<file path="config.mk">
export PLATFORM = sky130hd
export DESIGN_NAME = burst_nibble_inserter
export DESIGN_NICKNAME = d
export VERILOG_FILES = /design/src/rtl/bni_pkg.sv /design/src/rtl/bni_serializer.sv /design/src/rtl/bni_sync_gate.sv /design/src/rtl/burst_nibble_inserter.sv
export SDC_FILE = /design/constraint.sdc
export NUM_CORES = 1
export LEC_CHECK = 0
export BUFFER_PORTS_ARGS = -buffer_cell sky130_fd_sc_hd__buf_2
export CORE_AREA = 2 2 74 76
export CTS_CLUSTER_DIAMETER = 200
export DETAILED_ROUTE_END_ITERATION = 6
export DIE_AREA = 0 0 76 78
export HOLD_SLACK_MARGIN = 0.15
export PLACE_DENSITY = 0.74
export SLEW_MARGIN = 20
export SYNTH_ARGS = -nofsm -noshare
export SYNTH_HDL_FRONTEND = slang
export SYNTH_SLANG_ARGS = --single-unit
</file>
<file path="constraint.sdc">
create_clock -name clk -period 1.35 [get_ports clk]
set_input_delay 0.135 -clock clk [delete_from_list [all_inputs] [get_ports clk]]
set_output_delay 0.135 -clock clk [all_outputs]
set_load 0.05 [all_outputs]
</file>
<file path="src/rtl/bni_pkg.sv">
package bni_pkg;
   localparam int NIB_W = 4;
   typedef logic [NIB_W-1:0] nib_t;

   function automatic int nib_count(input int bits);
      return (bits + NIB_W - 1) / NIB_W;
   endfunction
endpackage

</file>
<file path="src/rtl/bni_serializer.sv">
module bni_serializer
   import bni_pkg::*;
#(
   parameter int FREQ_W  = 16,
   parameter int PHASE_W = 8,
   parameter int FIELD_W = 2,
   parameter int FMT_CNT = 4,
   parameter logic [FREQ_W-1:0] FMT_DEF [FMT_CNT] = '{16'h21F0, 16'h2A09, 16'h1C84, 16'h2A1B}
) (
   input  logic                       clk,
   input  logic                       rst_n,
   input  logic                       tip,
   input  logic                       lock,
   input  logic [$clog2(FMT_CNT)-1:0] fmt_sel,
   input  logic [FREQ_W-1:0]          freq,
   input  logic [PHASE_W-1:0]         phase,
   input  logic [FIELD_W-1:0]         field,
   output nib_t                       nib
);
   localparam int FN     = FREQ_W / NIB_W;
   localparam int PN     = PHASE_W / NIB_W;
   localparam int NIBS   = FN + PN + 1;
   localparam int PK_W   = NIBS * NIB_W;
   localparam int IDX_W  = $clog2(NIBS + 1);
   localparam logic [IDX_W-1:0] LAST = IDX_W'(NIBS);

   if (FREQ_W % NIB_W != 0) begin : g_bad_freq
      $error("FREQ_W must be a multiple of 4");
   end
   if (PHASE_W % NIB_W != 0) begin : g_bad_phase
      $error("PHASE_W must be a multiple of 4");
   end
   if (FIELD_W < 1 || FIELD_W > NIB_W) begin : g_bad_field
      $error("FIELD_W must be 1..4");
   end

   nib_t                field_nib;
   logic [FREQ_W-1:0]   freq_eff;
   logic [PK_W-1:0]     live, word_q, src;
   logic [IDX_W-1:0]    idx_q, idx;
   logic                tip_d, start;
   nib_t                nib_arr [NIBS];

   if (FIELD_W == NIB_W) begin : g_field_full
      assign field_nib = field;
   end else begin : g_field_pad
      assign field_nib = {{(NIB_W-FIELD_W){1'b0}}, field};
   end

   assign freq_eff = lock ? freq : FMT_DEF[fmt_sel];
   assign live     = {freq_eff, phase, field_nib};
   assign start    = tip & ~tip_d;
   assign src      = start ? live : word_q;
   assign idx      = start ? '0 : idx_q;

   for (genvar g = 0; g < NIBS; g++) begin : g_nib
      assign nib_arr[g] = src[PK_W-1-NIB_W*g -: NIB_W];
   end

   always_comb begin
      nib = '0;
      for (int k = 0; k < NIBS; k++) begin
         if (idx == IDX_W'(k)) nib = nib_arr[k];
      end
   end

   always_ff @(posedge clk or negedge rst_n) begin
      if (!rst_n) begin
         tip_d  <= 1'b0;
         word_q <= '0;
         idx_q  <= '0;
      end else begin
         tip_d <= tip;
         if (start) begin
            word_q <= live;
            idx_q  <= IDX_W'(1);
         end else if (tip && idx_q < LAST) begin
            idx_q <= idx_q + IDX_W'(1);
         end
      end
   end
endmodule

</file>
<file path="src/rtl/bni_sync_gate.sv">
module bni_sync_gate #(
   parameter int GATE_PERIOD = 8
) (
   input  logic clk,
   input  logic rst_n,
   input  logic lock,
   input  logic hs_in,
   input  logic vs_in,
   output logic hs_out,
   output logic vs_out
);
   localparam int LINE_W = $clog2(GATE_PERIOD);
   localparam logic [LINE_W-1:0] SLOT = LINE_W'(GATE_PERIOD - 1);

   if (GATE_PERIOD < 2 || (GATE_PERIOD & (GATE_PERIOD - 1)) != 0) begin : g_bad_period
      $error("GATE_PERIOD must be a power of two >= 2");
   end

   logic [LINE_W-1:0] line_q;
   logic              hs_d, vs_d, slot_q, slot;
   logic              hs_rise, vs_rise;

   assign hs_rise = hs_in & ~hs_d;
   assign vs_rise = vs_in & ~vs_d;
   assign slot    = hs_rise ? (line_q == SLOT) : slot_q;

   always_ff @(posedge clk or negedge rst_n) begin
      if (!rst_n) begin
         hs_d   <= 1'b0;
         vs_d   <= 1'b0;
         slot_q <= 1'b0;
         line_q <= '0;
         hs_out <= 1'b0;
         vs_out <= 1'b0;
      end else begin
         hs_d   <= hs_in;
         vs_d   <= vs_in;
         slot_q <= slot;
         if (vs_rise)      line_q <= '0;
         else if (hs_rise) line_q <= line_q + LINE_W'(1);
         hs_out <= hs_in & (lock | ~slot);
         vs_out <= vs_in & lock;
      end
   end
endmodule

</file>
<file path="src/rtl/burst_nibble_inserter.sv">
module burst_nibble_inserter
   import bni_pkg::*;
#(
   parameter int VID_W       = 8,
   parameter int FREQ_W      = 16,
   parameter int PHASE_W     = 8,
   parameter int FIELD_W     = 2,
   parameter int FMT_CNT     = 4,
   parameter int GATE_PERIOD = 8,
   parameter logic [FREQ_W-1:0] FMT_DEF [FMT_CNT] = '{16'h21F0, 16'h2A09, 16'h1C84, 16'h2A1B}
) (
   input  logic                       clk,
   input  logic                       rst_n,
   input  logic [VID_W-1:0]           vid_in,
   input  logic                       tip_win,
   input  logic                       lock,
   input  logic [$clog2(FMT_CNT)-1:0] fmt_sel,
   input  logic [FREQ_W-1:0]          freq_in,
   input  logic [PHASE_W-1:0]         phase_in,
   input  logic [FIELD_W-1:0]         field_in,
   input  logic                       hsync_in,
   input  logic                       vsync_in,
   output logic [VID_W-1:0]           vid_out,
   output logic                       hsync_out,
   output logic                       vsync_out
);
   if (VID_W <= NIB_W) begin : g_bad_vid
      $error("VID_W must exceed 4");
   end
   if (FMT_CNT < 2) begin : g_bad_fmt
      $error("FMT_CNT must be at least 2");
   end

   nib_t nib;

   bni_serializer #(
      .FREQ_W (FREQ_W),
      .PHASE_W(PHASE_W),
      .FIELD_W(FIELD_W),
      .FMT_CNT(FMT_CNT),
      .FMT_DEF(FMT_DEF)
   ) u_ser (
      .clk    (clk),
      .rst_n  (rst_n),
      .tip    (tip_win),
      .lock   (lock),
      .fmt_sel(fmt_sel),
      .freq   (freq_in),
      .phase  (phase_in),
      .field  (field_in),
      .nib    (nib)
   );

   bni_sync_gate #(
      .GATE_PERIOD(GATE_PERIOD)
   ) u_gate (
      .clk   (clk),
      .rst_n (rst_n),
      .lock  (lock),
      .hs_in (hsync_in),
      .vs_in (vsync_in),
      .hs_out(hsync_out),
      .vs_out(vsync_out)
   );

   always_ff @(posedge clk or negedge rst_n) begin
      if (!rst_n) vid_out <= '0;
      else        vid_out <= tip_win ? {{(VID_W-NIB_W){1'b0}}, nib} : vid_in;
   end
endmodule

</file>
=== Word level (Yosys, flattened, before mapping) ===
Cells that the tools add are included.

* Bits in registers: 48
* Bits in latches: 0
* Bits in writable memories: 0
* ROM bits: 0
* Output and inout bits: 10
* Memories: 0

* $add $sub $neg: 2
* Multiply operators: 0
* Div/mod/pow operators: 0
* Magnitude comparators: 2
* Eq/ne operators: 7
* Shift operators: 0
* Mux-type cells: 19
* Bitwise gates (word level): 11
* Reductions and logical operators: 4

{| class="wikitable"
|+ Operators by type and width
! kind !! number
|-
| 16-bit two-way mux || 3
|-
| 16-bit binary-select mux with 2-bit select || 1
|-
| 28-bit two-way mux || 1
|-
| 4-bit two-way mux || 7
|-
| 3-bit two-way mux || 5
|-
| 3-bit equality test (second input constant) || 4
|-
| 8-bit two-way mux || 1
|-
| 3-bit by 1-bit adder with 3-bit output (second input constant) || 2
|-
| 3-bit by 2-bit equality test with 1-bit output (second input constant) || 2
|-
| 1-bit bitwise AND || 5
|-
| 1-bit inverter || 4
|-
| 2-bit nonzero test || 2
|-
| 3-bit by 1-bit equality test with 1-bit output (second input constant) || 1
|-
| 3-bit greater-or-equal comparator (second input constant) || 1
|-
| 3-bit logical NOT || 1
|-
| 3-bit < comparator (second input constant) || 1
|-
| 2-bit inverter with 3-bit output || 1
|-
| 1-bit logical AND || 1
|-
| 1-bit two-way mux || 1
|-
| 1-bit bitwise OR || 1
|}

=== Longest topological paths before layout ===
* Depth after elaboration: 14
* Mapped depth: 6
* Mapped depth without buffers: 6

=== Modules after synthesis ===
From an unflattened synthesis, not the netlist that was laid out.

* Cells, all modules: 235
* Area, all modules: 2379.8 um^2

{| class="wikitable"
|+ By module, submodules not included
! module !! times used !! cells each !! area an instance (um^2) !! seq. area each (um^2)
|-
| bni_serializer || 1 || 196 || 1749.2 || 800.8
|-
| bni_sync_gate || 1 || 22 || 324.1 || 200.2
|-
| burst_nibble_inserter || 1 || 17 || 306.5 || 200.2
|}

=== Worst setup path after synthesis ===
No wires, ideal clock.

* Path kind: reg-to-reg
* From: reg u_ser.idx_q[1]
* To: reg vid_out[1]
* Library setup time: 0.094 ns
* Arrival time: 1.342 ns
* Data required time: 1.256 ns
* Setup slack: -0.086 ns
* Stages on the path, launching flop included: 6
* Buffers on the path: 1
* Cell sequence: dfrtp_1 -> buf_6 -> nand2b_4 -> a2111oi_2 -> o22ai_1 -> a221oi_2

* Longest elaborated chain between the ends: 10

{| class="wikitable"
|+ RTL lines
! item !! line !! source
|-
| start, declared || bni_serializer.sv:40 || <nowiki>logic [IDX_W-1:0] idx_q, idx;</nowiki>
|-
| start signal, assigned || bni_serializer.sv:78 || <nowiki>idx_q <= idx_q + IDX_W'(1);</nowiki>
|-
| 3-bit two-way mux * || bni_serializer.sv:54 || <nowiki>assign idx = start ? '0 : idx_q;</nowiki>
|-
| 3-bit logical NOT || bni_serializer.sv:63 || <nowiki>if (idx == IDX_W'(k)) nib = nib_arr[k];</nowiki>
|-
| 4-bit two-way mux (6 in a row) || bni_serializer.sv:63 ||
|-
| 4-bit two-way mux * || bni_serializer.sv:63 ||
|-
| 8-bit two-way mux * || burst_nibble_inserter.sv:68 || <nowiki>else vid_out <= tip_win ? {{(VID_W-NIB_W){1'b0}}, nib} : vid_in;</nowiki>
|-
| end signal, assigned || burst_nibble_inserter.sv:68 ||
|-
| end, declared || burst_nibble_inserter.sv:23 || <nowiki>output logic [VID_W-1:0] vid_out,</nowiki>
|}

Mark *: on every way between the ends. The rest lies on a longest branch, timed or not.
A chain may end at the register's enable or synchronous reset.

=== Worst setup path after layout ===
Same ends and word-level chain as after synthesis.

==> metrics.txt <==
Synth Area in Adders 0.0412; unrepaired setup endpoints after global routing true; Routed WL 5970 um; Core Rows 26; largest family of logic cells by synthesized area simple AND/OR/NAND/NOR gates; Async SR Flop Fraction 1.00; flops & latches, synth 48; violated checks negative setup slack; clk_lat worst skew 300 ps; CTS tree yes; final worst slack -119 ps; Placer Congestion 0.858; total power draw 3950 uW; commonest cells after routing, fill and taps aside nand2_1 (52), buf_2 (52), dfrtp_1 (47), buf_4 (32), dlygate4sd3_1 (30); sequential area share after synthesis 0.495; M1 wire length 2770 um; Max Freq 681 MHz; max-cap violations 0; Num CTS Buffers 5; xor/xnor share of the synthesized area 0.00361; mux share of post-synthesis cell area 0.0428; max-slew violations 0; # port buffers 51; Post-DP HPWL 4040 um; Post-Synth Simple-Gate Area 0.205; slowest CP cell dfrtp_1; Initial Utilization 0.482; final core area utilization 0.679; global-route wire length before repair 9780 um; final hold violation count 0; Cells after Synth 259; Largest stage delay, worst path 420 ps; Routed Antenna Nets 0; Compound-Gate Fraction of Synth Area 0.166; Setup CP Type flop to flop; Post-synth EDFFs 0; final setup fails 4; Routed met2 length 2800 um; grt ovf 0; prevailing post-synth register cell dfrtp_1; CP arrival 1680 ps; Avg Inst Size Synth 9.38 sq um; Worst VDD drop 0.554 mV; Startpoint Class flop; die width 76 um; DR top layer met4; Buf/Inv on CP 1; YS warnings 0; root buffer cell clkbuf_8; Die Height 78 um; Fin Hold WS 153 ps; total track usage 0.205; clock sink count 48; via count 2,210; router iterations before antenna repair 4; initial antenna violation count 0; Core Region 0.00504 sq mm; LEAKAGE 0.00167 uW; setup_tns -311 ps; drt drc 0; Final period util 1.09; synth unique cells 41; Avg WL per Cell 13.7 um; Worst path top cell family by delay compound AO/OA/AOI/OAI gates; post-synthesis instance area 0.00243 sq mm; worst endpoint required time 1560 ps; die area 0.00593 sq mm; status finished, violations left; Clock Skew 4.64 ps; largest net degree at the start of global routing 49; H-tree levels 2; Crit. End Element flop; fin crit period 1470 ps; IO Pins 52; Inserted Diodes 0; Crit Path Max Fanout 7; Layout area overhead 41.0%; Syn Nets 309; Clock Pin Slew Worst Setup and Hold Paths 90 ps; drt initial violations 186; Via density 5.08; Slew HR 0.764; PwrDens 1150 mW/mm^2; vias in the first global route 2,226; Worst Tran Pin Value 351 ps; Max clock buf depth 2; worst-path cell chain buf_6 -> nand2b_4 -> a2111oi_4 -> o22ai_2 -> a221oi_2; HP Class primary input to flop; fin nets 414; met3 WL post-DR 244 um; layout cell share with drive strength beyond 1 0.301
-- registers in the layout, summed over array words and instances, names as in the netlist --
name and flops:
u_gate.hs_d 1, u_gate.hs_out 1, u_gate.line_q 3, u_gate.slot_q 1, u_gate.vs_d 1, u_gate.vs_out 1
u_ser.idx_q 3, u_ser.tip_d 1, u_ser.word_q 28, vid_out 8
-- logic make-up after synthesis --
group | after synthesis
multiplexers | 10
flip-flops | 48
AND/OR/NAND/NOR | 103
AO/OA/AOI/OAI | 64
buffers and inverters | 25
adder cells (fa/ha/maj) | 8
XOR/XNOR | 1
-- cell usage after synthesis, drive strengths merged (4+ instances only) --
master	instances	area share
o22ai	4	0.010
nand2	52	0.080
a21oi	16	0.033
o21ai	22	0.045
buf	9	0.023
clkbuf	10	0.015
ha	8	0.041
nand3b	6	0.019
nor2b	13	0.033
dfrtp	48	0.49
inv	6	0.0093
nand2b	9	0.026
nor2	12	0.019
mux2i	7	0.029
-- routing by layer --
metal | vias up | track usage
li1 | 1091 | -
met5 | - | 0
met1 | 1028 | 0.271
met2 | 75 | 0.332
met3 | 16 | 0.0349
met4 | 0 | 0.0927
-- worst reg2reg max path, stage by stage (launching register included) --
cell and delay [ps]:
dfrtp_1 420, buf_6 150, nand2b_4 140, a2111oi_4 300, o22ai_2 130, a221oi_2 250
-- path summary, 6_finish.rpt --
path	end	slack [ps]	startpoint	cells past startpoint
setup / recovery	vid_out[1]	-120	u_ser.idx_q[1]	5
hold / removal	u_ser.word_q[20]	150	freq_in[8]	3
setup reg to reg	vid_out[1]	-120	u_ser.idx_q[1]	5
hold reg to reg	u_ser.word_q[24]	500	u_ser.word_q[24]	2
max in group asynchronous	u_gate.line_q[1]	780	rst_n	3
min in group asynchronous	u_gate.vs_out	340	rst_n	3
-- repair_timing --
action | CTS | global route
cloned | 0 | 1
endpoints found under the setup margin | 5 | 9
buffers inserted | 1 | 1
hold buffers | 30 | 0
hold endpoints to repair | 79 | 0
pin swaps | 2 | 4
resized for setup | 7 | 10
-- stage by stage --
step                setup slack, ps  instance area, sq um  std cells
finish                         -119                  3420        435
global route                   -188                  3420        435
CTS                            -102                  3380        433
detailed placement             -114                  2950        394
global placement              -85.5                  2950        394
floorplan                    -0.951                  2440        259
-- where the power goes --
| group | internal, uW | switching, uW |
|---|---|---|
| clock network | 415 | 488 |
| logic | 633 | 675 |
| registers | 1610 | 126 |
| total | 2660 | 1290 |
-- final cells by class --
class / instances / area [sq um]
clock inverters: 2 / 15.0
multi-input cells: 186 / 1170
well taps: 70 / 87.6
flip-flops and latches: 48 / 1200
inverters: 6 / 22.5
fillers: 376 / 1620
clock buffers: 6 / 82.6
repair buffers: 117 / 843
No activity file was read; power rests on OpenSTA's default activity.
